### config.mk
export PLATFORM = sky130hd
export DESIGN_NAME = jtag_spi_bridge
export DESIGN_NICKNAME = d
export VERILOG_FILES = /design/src/rtl/jsb_pkg.sv /design/src/rtl/jsb_frame_fsm.sv /design/src/rtl/jsb_spi_drive.sv /design/src/rtl/jsb_miso_pipe.sv /design/src/rtl/jtag_spi_bridge.sv
export SDC_FILE = /design/constraint.sdc
export NUM_CORES = 1
export LEC_CHECK = 0
export ABC_AREA = 1
export BUFFER_PORTS_ARGS = -buffer_cell sky130_fd_sc_hd__buf_2
export CAP_MARGIN = 40
export CORE_UTILIZATION = 25
export CTS_BUF_LIST = sky130_fd_sc_hd__clkbuf_4 sky130_fd_sc_hd__clkbuf_8
export CTS_CLUSTER_SIZE = 25
export DETAILED_ROUTE_END_ITERATION = 12
export PLACE_DENSITY_LB_ADDON = 0.3
export SYNTH_ARGS = -nofsm -noshare
export SYNTH_HDL_FRONTEND = slang
export SYNTH_HIERARCHICAL = 1
export SYNTH_SLANG_ARGS = --single-unit
export TNS_END_PERCENT = 50
### constraint.sdc
create_clock -name tck -period 1.8 [get_ports tck]
set_input_delay 0 -clock tck [delete_from_list [all_inputs] [get_ports tck]]
set_output_delay 0 -clock tck [all_outputs]
set_load 0.01 [all_outputs]
### src/rtl/jsb_pkg.sv
// Shared types for the JTAG-to-SPI bridge.
package jsb_pkg;
    typedef enum logic [1:0] {
        ST_IDLE = 2'd0,   // waiting for a 1 marker bit
        ST_LEN  = 2'd1,   // collecting the clock count, MSB first
        ST_DATA = 2'd2    // running SPI clocks
    } jsb_state_e;
endpackage

### src/rtl/jsb_frame_fsm.sv
// Frame sequencer of the bridge. Runs on the TCK rising edge.
// Finds the marker, collects LEN_W count bits MSB first, then counts
// data-phase shift cycles down to zero.
// Assumes: sel/capture/shift come from the TAP and are stable around
// the rising edge; reset is synchronous and active low.
module jsb_frame_fsm
    import jsb_pkg::*;
#(
    parameter int LEN_W = 32
) (
    input  logic       tck,
    input  logic       rst_n,
    input  logic       sel,
    input  logic       capture,
    input  logic       shift,
    input  logic       tdi,
    output jsb_state_e state_o
);
    localparam int CNT_W = (LEN_W > 1) ? $clog2(LEN_W) : 1;
    localparam logic [CNT_W-1:0] LAST_BIT = CNT_W'(LEN_W - 1);

    jsb_state_e        state;
    logic [LEN_W-1:0]  len_sr;
    logic [LEN_W-1:0]  remain;
    logic [CNT_W-1:0]  bit_cnt;
    logic [LEN_W-1:0]  len_next;
    logic              abort;
    logic              step;

    assign len_next = {len_sr[LEN_W-2:0], tdi};
    assign abort    = !sel || capture;
    assign step     = sel && !capture && shift;
    assign state_o  = state;

    // Phase, count register and bit counter update
    always_ff @(posedge tck) begin
        if (!rst_n) begin
            state   <= ST_IDLE;
            len_sr  <= '0;
            remain  <= '0;
            bit_cnt <= '0;
        end else if (abort) begin
            state   <= ST_IDLE;
        end else if (shift) begin
            unique case (state)
                ST_IDLE: begin
                    if (tdi) begin
                        state   <= ST_LEN;
                        len_sr  <= '0;
                        bit_cnt <= '0;
                    end
                end
                ST_LEN: begin
                    len_sr  <= len_next;
                    bit_cnt <= bit_cnt + 1'b1;
                    if (bit_cnt == LAST_BIT) begin
                        remain <= len_next;
                        state  <= (len_next == '0) ? ST_IDLE : ST_DATA;
                    end
                end
                ST_DATA: begin
                    remain <= remain - 1'b1;
                    if (remain == LEN_W'(1)) begin
                        state <= ST_IDLE;
                    end
                end
                default: state <= ST_IDLE;
            endcase
        end
    end

    AST_IDLE_NEEDS_MARKER: assert property (@(posedge tck) disable iff (!rst_n)
        (state == ST_IDLE && !(step && tdi)) |=> state == ST_IDLE);
    AST_DATA_COUNT_LIVE: assert property (@(posedge tck) disable iff (!rst_n)
        (state == ST_DATA) |-> remain != '0);
    AST_ZERO_COUNT_SKIPS: assert property (@(posedge tck) disable iff (!rst_n)
        (state == ST_LEN && step && bit_cnt == LAST_BIT && len_next == '0) |=> state == ST_IDLE);
    AST_ABORT_IDLE: assert property (@(posedge tck) disable iff (!rst_n)
        abort |=> state == ST_IDLE);
    AST_PAUSE_HOLDS: assert property (@(posedge tck) disable iff (!rst_n)
        (state == ST_DATA && sel && !capture && !shift) |=> (state == ST_DATA && $stable(remain)));
endmodule

### src/rtl/jsb_spi_drive.sv
// SPI side drivers. Runs on the TCK falling edge.
// Registers the clock enable and chip select while TCK is low, so that
// the AND gate forming the SPI clock never glitches.
// Assumes: TDI is set while TCK is low and held through the rising edge,
// which suits an SPI mode-0 target.
module jsb_spi_drive (
    input  logic tck,
    input  logic rst_n,
    input  logic data_phase,
    input  logic sel,
    input  logic capture,
    input  logic shift,
    input  logic tdi,
    output logic spi_cs_n,
    output logic spi_sck,
    output logic spi_mosi
);
    logic en_q;
    logic cs_n_q;

    // Enable and chip select, updated while TCK is low
    always_ff @(negedge tck) begin
        if (!rst_n) begin
            en_q   <= 1'b0;
            cs_n_q <= 1'b1;
        end else begin
            en_q   <= data_phase && sel && !capture && shift;
            cs_n_q <= !data_phase;
        end
    end

    assign spi_sck  = tck & en_q;
    assign spi_mosi = tdi & en_q;
    assign spi_cs_n = cs_n_q;
endmodule

### src/rtl/jsb_miso_pipe.sv
// Return path from MISO to TDO: STAGES falling-edge registers.
// Assumes: the SPI target changes MISO after the SPI clock rises, so the
// TCK falling edge samples a settled bit.
module jsb_miso_pipe #(
    parameter int STAGES = 2
) (
    input  logic tck,
    input  logic rst_n,
    input  logic miso,
    output logic tdo
);
    logic [STAGES-1:0] pipe;

    generate
        if (STAGES == 1) begin : g_single
            // Single sampling stage
            always_ff @(negedge tck) begin
                if (!rst_n) pipe <= '0;
                else        pipe <= miso;
            end
        end else begin : g_chain
            // Shift chain of sampling stages
            always_ff @(negedge tck) begin
                if (!rst_n) pipe <= '0;
                else        pipe <= {pipe[STAGES-2:0], miso};
            end
        end
    endgenerate

    assign tdo = pipe[STAGES-1];
endmodule

### src/rtl/jtag_spi_bridge.sv
// Top of the JTAG-to-SPI bridge shifter: frame sequencer, SPI drivers and
// the MISO return pipeline.
// Assumes: a single TCK domain; the TAP controller supplies sel, capture
// and shift for the user data register.
module jtag_spi_bridge
    import jsb_pkg::*;
#(
    parameter int LEN_W       = 32,
    parameter int MISO_STAGES = 2
) (
    input  logic tck,
    input  logic rst_n,
    input  logic sel,
    input  logic capture,
    input  logic shift,
    input  logic tdi,
    output logic tdo,
    output logic spi_cs_n,
    output logic spi_sck,
    output logic spi_mosi,
    input  logic spi_miso
);
    jsb_state_e state;

    jsb_frame_fsm #(.LEN_W(LEN_W)) u_fsm (
        .tck     (tck),
        .rst_n   (rst_n),
        .sel     (sel),
        .capture (capture),
        .shift   (shift),
        .tdi     (tdi),
        .state_o (state)
    );

    jsb_spi_drive u_drive (
        .tck        (tck),
        .rst_n      (rst_n),
        .data_phase (state == ST_DATA),
        .sel        (sel),
        .capture    (capture),
        .shift      (shift),
        .tdi        (tdi),
        .spi_cs_n   (spi_cs_n),
        .spi_sck    (spi_sck),
        .spi_mosi   (spi_mosi)
    );

    jsb_miso_pipe #(.STAGES(MISO_STAGES)) u_pipe (
        .tck   (tck),
        .rst_n (rst_n),
        .miso  (spi_miso),
        .tdo   (tdo)
    );

    AST_CS_ONLY_IN_DATA: assert property (@(posedge tck) disable iff (!rst_n)
        !spi_cs_n |-> state == ST_DATA);
endmodule

==> impl_metrics.csv, run 1 <==
group,metric,value,unit
status,status,"finished with violations",
status,violations,"negative setup slack",
floorplan,start_util,0.259,
yosys,ys_seq_area_frac,0.358,
place,place_hpwl,8.04,mm
sta,layout_setup_ws,-0.137,ns
min_path,min_path_type,"in2reg",
global_route,grtUsageTotal,0.142,
sta,tightest_slew,0.494,ns
yosys,syn_avg_cell_area,6.48,µm²
floorplan,die_w,131,µm
sta,slew_headroom,0.670,
place,routabilityCongestion,0.862,
finish,n_antenna_cell,0,
route,vias_per_cell,4.56,
worst_setup_path,setup.worst_path.start_class,"register",
floorplan,coreArea,16000,µm²
worst_setup_path,criticalPathCategory,"reg2out",
yosys,synth_nets,652,
worst_setup_path,worstPathCellList,"nand2_2, inv_2, buf_6",
floorplan,die_h,131,µm
floorplan,io_pins,11,
global_route,grt_max_degree,42,
finish,drive_gt1_frac,0.123,
floorplan,die_area,17100,µm²
global_route,overflow,0,
route,vias,4026,
route,wl_per_cell,12.5,µm
cts,cts_tree,"yes",
power,p_leak,0.00214,µW
yosys,synth_cells,638,
finish,post-route-util,0.302,
yosys,synth.distinct_cells,29,
yosys,yosys.area.top_type,"dfxtp_1",
global_route,antenna_found_initial,0,
sta,rsz0062_at_grt,"yes",
route,postRouteAntennaNets,0,
route,drt_iter0_markers,317,
yosys,yosys_warnings,6,
worst_setup_path,arrival,1.94,ns
job,maxCapViolations,0,
worst_setup_path,critPathMaxStageDelay,0.32,ns
yosys,synth_seq_cells,74,
yosys,synth_top_area_frac,0.358,
finish,area_delta_synth_final,17.0,%
sta,skew,0.0441,ns
sta,holdWs,0.106,ns
global_route,grt_pass1_wl,18.6,mm
sta,final_hold_viol_count,0,
sta,finalSetupViolCount,5,
sta,final_max_slew_viol_count,0,
sta,fin_tns_setup,-0.325,ns
place,place_ws,0.0833,ns
worst_setup_path,critPathBufInv,2,
cts,clkTransAtPathRegs,0.08,ns
worst_setup_path,crit_required,1.80,ns
route,drc,0,
place,port_buffers,10,
yosys,netlist_area,4140,µm²
worst_setup_path,cp_max_fo,2,
power,ir_drop,0.000384,V
yosys,synthTopCellsByArea,"dfxtp_1 (36%), nand2_1 (12%), nor2_1 (10%), inv_1 (7.4%), a21oi_1 (6.2%)",
cts,insertion_delay,0.52,ns
route,drt_pre_antenna_iters,4,
worst_setup_path,critPathTopFamily,"flip-flops",
power,power.total,3410,µW
worst_setup_path,crit_slowest_cell,"dfxtp_2",
floorplan,rows,46,
finish,fin_nets,675,
route,wl,11.0,mm
global_route,grt_pass1_vias,3723,
power,powerDensity,705,nW/µm²
worst_setup_path,cp-end-kind,"output pin",
==> sequential cells by signal (all words and copies together), names as in the netlist <==
register          flops
u_drive/en_q          1
u_drive/spi_cs_n      1
u_fsm/bit_cnt         5
u_fsm/len_sr         31
u_fsm/remain         32
u_fsm/state_o         2
u_pipe/pipe           2
==> cell type report <==
| type | count | area [µm²] |
|---|---|---|
| Clock inverter | 12 | 76.3 |
| Multi-Input combinational cell | 454 | 2240 |
| Timing Repair Buffer | 32 | 288 |
| Tap cell | 216 | 270 |
| Sequential cell | 74 | 1490 |
| Clock buffer | 13 | 176 |
| Inverter | 81 | 304 |
| Fill cell | 1852 | 11200 |
==> Yosys cell counts <==
cell type	number
nand2_1	134
nor2_1	113
inv_1	81
dfxtp_1	74
a21oi_1	51
a211oi_1	32
nand3_1	31
o21ai_0	31
nand4_1	12
nor3_1	10
buf_2	9
clkbuf_1	9
ha_1	7
nor2_2	6
xor2_1	6
nand2_2	5
buf_1	4
buf_6	4
inv_2	3
o211ai_1	3
o22ai_1	3
nand3b_1	2
nor2_4	2
a21oi_2	1
a31oi_1	1
o21ai_2	1
o21ai_4	1
or2_2	1
xnor2_1	1
==> worst min-delay path: cells and delay by family <==
family | cells | cell delay, ns
AOI/OAI and AO/OA | 2 | 0.21
buffers and inverters | 3 | 0.23
and+or+nand+nor | 2 | 0.11
==> cell usage in the layout, fill, tap and decap left out, types with 4 or more instances in the layout <==
master / count
o21ai_0: 31
nor3_2: 4
buf_4: 14
nor3_1: 6
buf_12: 4
nand2_2: 8
nor2_2: 5
a211oi_1: 32
inv_2: 5
nand4_1: 12
inv_1: 81
nand2_1: 131
buf_2: 8
clkbuf_8: 12
nor2_1: 113
ha_1: 5
dfxtp_1: 71
xor2_1: 6
a21oi_1: 51
nand3_1: 31
dlygate4sd3_1: 4
==> where the power goes <==
group | total, µW | leakage (µW) | internal, µW | switching, µW
logic | 270 | 0.00140 | 97.7 | 172
clock network | 1450 | 0.000141 | 671 | 781
registers | 1690 | 0.000600 | 1670 | 19.3
==> what timing repair did <==
action,in CTS,in global routing
hold endpoints to repair,6,0
gates resized for setup,1,17
pin swaps,0,3
hold buffers,4,0
setup endpoints to repair,5,58
gates cloned,0,0
setup buffers,0,1
==> logic make-up after synthesis <==
kind of cell / count (synthesis) / synth area share
flops: 74 / 0.358
buf+inv: 110 / 0.110
fa+ha+maj: 7 / 0.0212
simple gates: 316 / 0.319
xor+xnor: 7 / 0.0148
compound gates: 124 / 0.177
==> final timing paths <==
check	start	endpoint	slack [ns]	cells past startpoint
worst max-delay path	u_drive/en_q	spi_sck	-0.14	3
worst min-delay path	shift	u_fsm/state_o[1]	0.11	7
worst max register to register	u_fsm/remain[10]	u_fsm/remain[19]	0.16	8
worst min register to register	u_pipe/pipe[0]	u_pipe/pipe[1]	0.40	2
==> routing by layer <==
metal	global-route usage	vias up	share of wire
met3	0.0269	18	0.037
li1	-	2108	-
met2	0.210	63	0.43
met5	0	-	0
met4	0.0710	0	0.025
met1	0.197	1837	0.51
==> per-stage QoR <==
step | instance area, µm² | cells
floorplan | 4140 | 638
global placement | 4500 | 856
detailed placement | 4500 | 856
CTS | 4770 | 881
global route | 4840 | 882
finish | 4840 | 882
Note: power is estimated with default switching activity, not from simulation.
==> run 2: changes to the inputs <==
==> constraint.sdc (replaced) <==
create_clock -name tck -period 1.6 [get_ports tck]
set_input_delay 0 -clock tck [delete_from_list [all_inputs] [get_ports tck]]
set_output_delay 0 -clock tck [all_outputs]
set_load 0.01 [all_outputs]
==> impl_metrics.csv, run 2 (synthesis gave the netlist of run 1 again) <==
group,metric,value,unit
cts,clkTransAtPathRegs,0.08,ns
status,status,"finished with violations",
place,place_hpwl,8.27,mm
worst_setup_path,cp_max_fo,2,
sta,rsz0062_at_grt,"yes",
route,drt_iter0_markers,360,
sta,final_hold_viol_count,0,
cts,insertion_delay,0.52,ns
sta,skew,0.0415,ns
finish,top_register,"u_fsm/remain",
finish,area_delta_synth_final,43.9,%
global_route,grt_pass1_vias,3852,
finish,stdcell_count,928,
finish,n_antenna_cell,0,
job,maxCapViolations,0,
worst_setup_path,cp-end-kind,"output pin",
global_route,antenna_found_initial,0,
sta,final_max_slew_viol_count,0,
floorplan,coreArea,16000,µm²
sta,finalSetupViolCount,27,
finish,seq_area,1490,µm²
sta,tightest_slew,0.536,ns
place,port_buffers,10,
finish,drive_gt1_frac,0.323,
floorplan,start_util,0.259,
global_route,grtUsageTotal,0.154,
power,ir_drop,0.000370,V
worst_setup_path,arrival,1.84,ns
route,vias,4338,
route,postRouteAntennaNets,0,
finish,final_cell_mix,"nand2_1 (112), nor2_1 (95), inv_1 (77)",
worst_setup_path,setup.worst_path.start_class,"register",
finish,final_area,5950,µm²
floorplan,rows,46,
finish,reg_top3,"u_fsm/remain (32), u_fsm/len_sr (31), u_fsm/bit_cnt (5)",
global_route,grt_pass1_wl,20.0,mm
floorplan,die_w,131,µm
finish,fin_nets,722,
cts,cts_tree,"yes",
global_route,overflow,0,
min_path,min_path_type,"in2reg",
route,wl_per_cell,14.8,µm
floorplan,die_area,17100,µm²
sta,layout_setup_ws,-0.243,ns
global_route,grt_max_degree,45,
place,dpl.cell_count,883,
power,powerDensity,710,nW/µm²
status,violations,"negative setup slack",
route,wl,13.7,mm
route,drc,0,
floorplan,die_h,131,µm
sta,slew_headroom,0.643,
worst_setup_path,crit_required,1.60,ns
route,drt_pre_antenna_iters,4,
route,vias_per_cell,4.67,
finish,nFillCells,1699,
sta,holdWs,0.0621,ns
finish,largest_reg_flops,32,
place,post_dp_cell_area,4710,µm²
finish,multi_input_area,2700,µm²
place,routabilityCongestion,0.826,
floorplan,io_pins,11,
worst_setup_path,criticalPathCategory,"reg2out",
finish,mostFrequentLayoutCell,"nand2_1",
power,p_leak,0.00261,µW
-- run 2: cell count changes in the layout (fill, tap and decap cells not counted), moves of 16 or more --
cell      delta
a211oi_2    +19
a21oi_1     -24
buf_4       +23
nand2_1     -19
nor2_1      -18
a21oi_2     +21
a211oi_1    -19
nor2_2      +16
-- run 2: critical path, cell delays in order (launching register included) --
cell,delay [ns]
dfxtp_2,0.30
nand2_1,0.05
inv_1,0.04
buf_2,0.13
-- run 2: repair_timing --
action | CTS | global route
setup buffers | 6 | 7
cloned | 4 | 9
pin swaps | 23 | 44
endpoints found under the setup margin | 41 | 75
hold buffers | 3 | 0
hold endpoints to repair | 6 | 0
resized for setup | 56 | 124
-- run 2: path summary, 6_finish.rpt --
kind / to / slack [ns] / cells past startpoint / start
max: spi_sck / -0.24 / 3 / u_drive/en_q
min: u_fsm/state_o[0] / 0.06 / 6 / capture
max reg2reg: u_fsm/remain[6] / -0.10 / 10 / u_fsm/bit_cnt[1]
min reg2reg: u_pipe/pipe[1] / 0.40 / 2 / u_pipe/pipe[0]
-- run 2: report_power, final --
part           total [µW]  switching [µW]  internal [µW]
registers            1900            24.4           1880
logic                 445             261            184
clock network        1880             822           1060
-- run 2: cell type report --
class / instances / share of cell area
timing repair buffer: 79 / 0.151
sequential: 74 / 0.250
inverter: 81 / 0.0532
clock buffer: 14 / 0.0299
clock inverter: 10 / 0.0166
multi-input combinational: 454 / 0.454
tap: 216 / 0.0454
-- run 2: through the flow --
step | setup slack [ns] | power, µW | setup TNS (ns) | utilization
floorplan | 0.0255 | 2160 | 0 | -
CTS | -0.259 | 4160 | -1.00 | 0.331
finish | -0.243 | 4220 | -1.54 | 0.372
detailed placement | -0.0699 | 2270 | -0.675 | 0.294
global route | -0.317 | 4400 | -4.90 | 0.372
global placement | -0.0340 | 2270 | -0.230 | 0.294
-- run 2: per-layer routing --
layer	track usage	up-vias	part of all wire
li1	-	2205	-
met1	0.213	2030	0.47
met2	0.236	87	0.48
met3	0.0285	16	0.036
met4	0.0622	0	0.015
met5	0	-	0
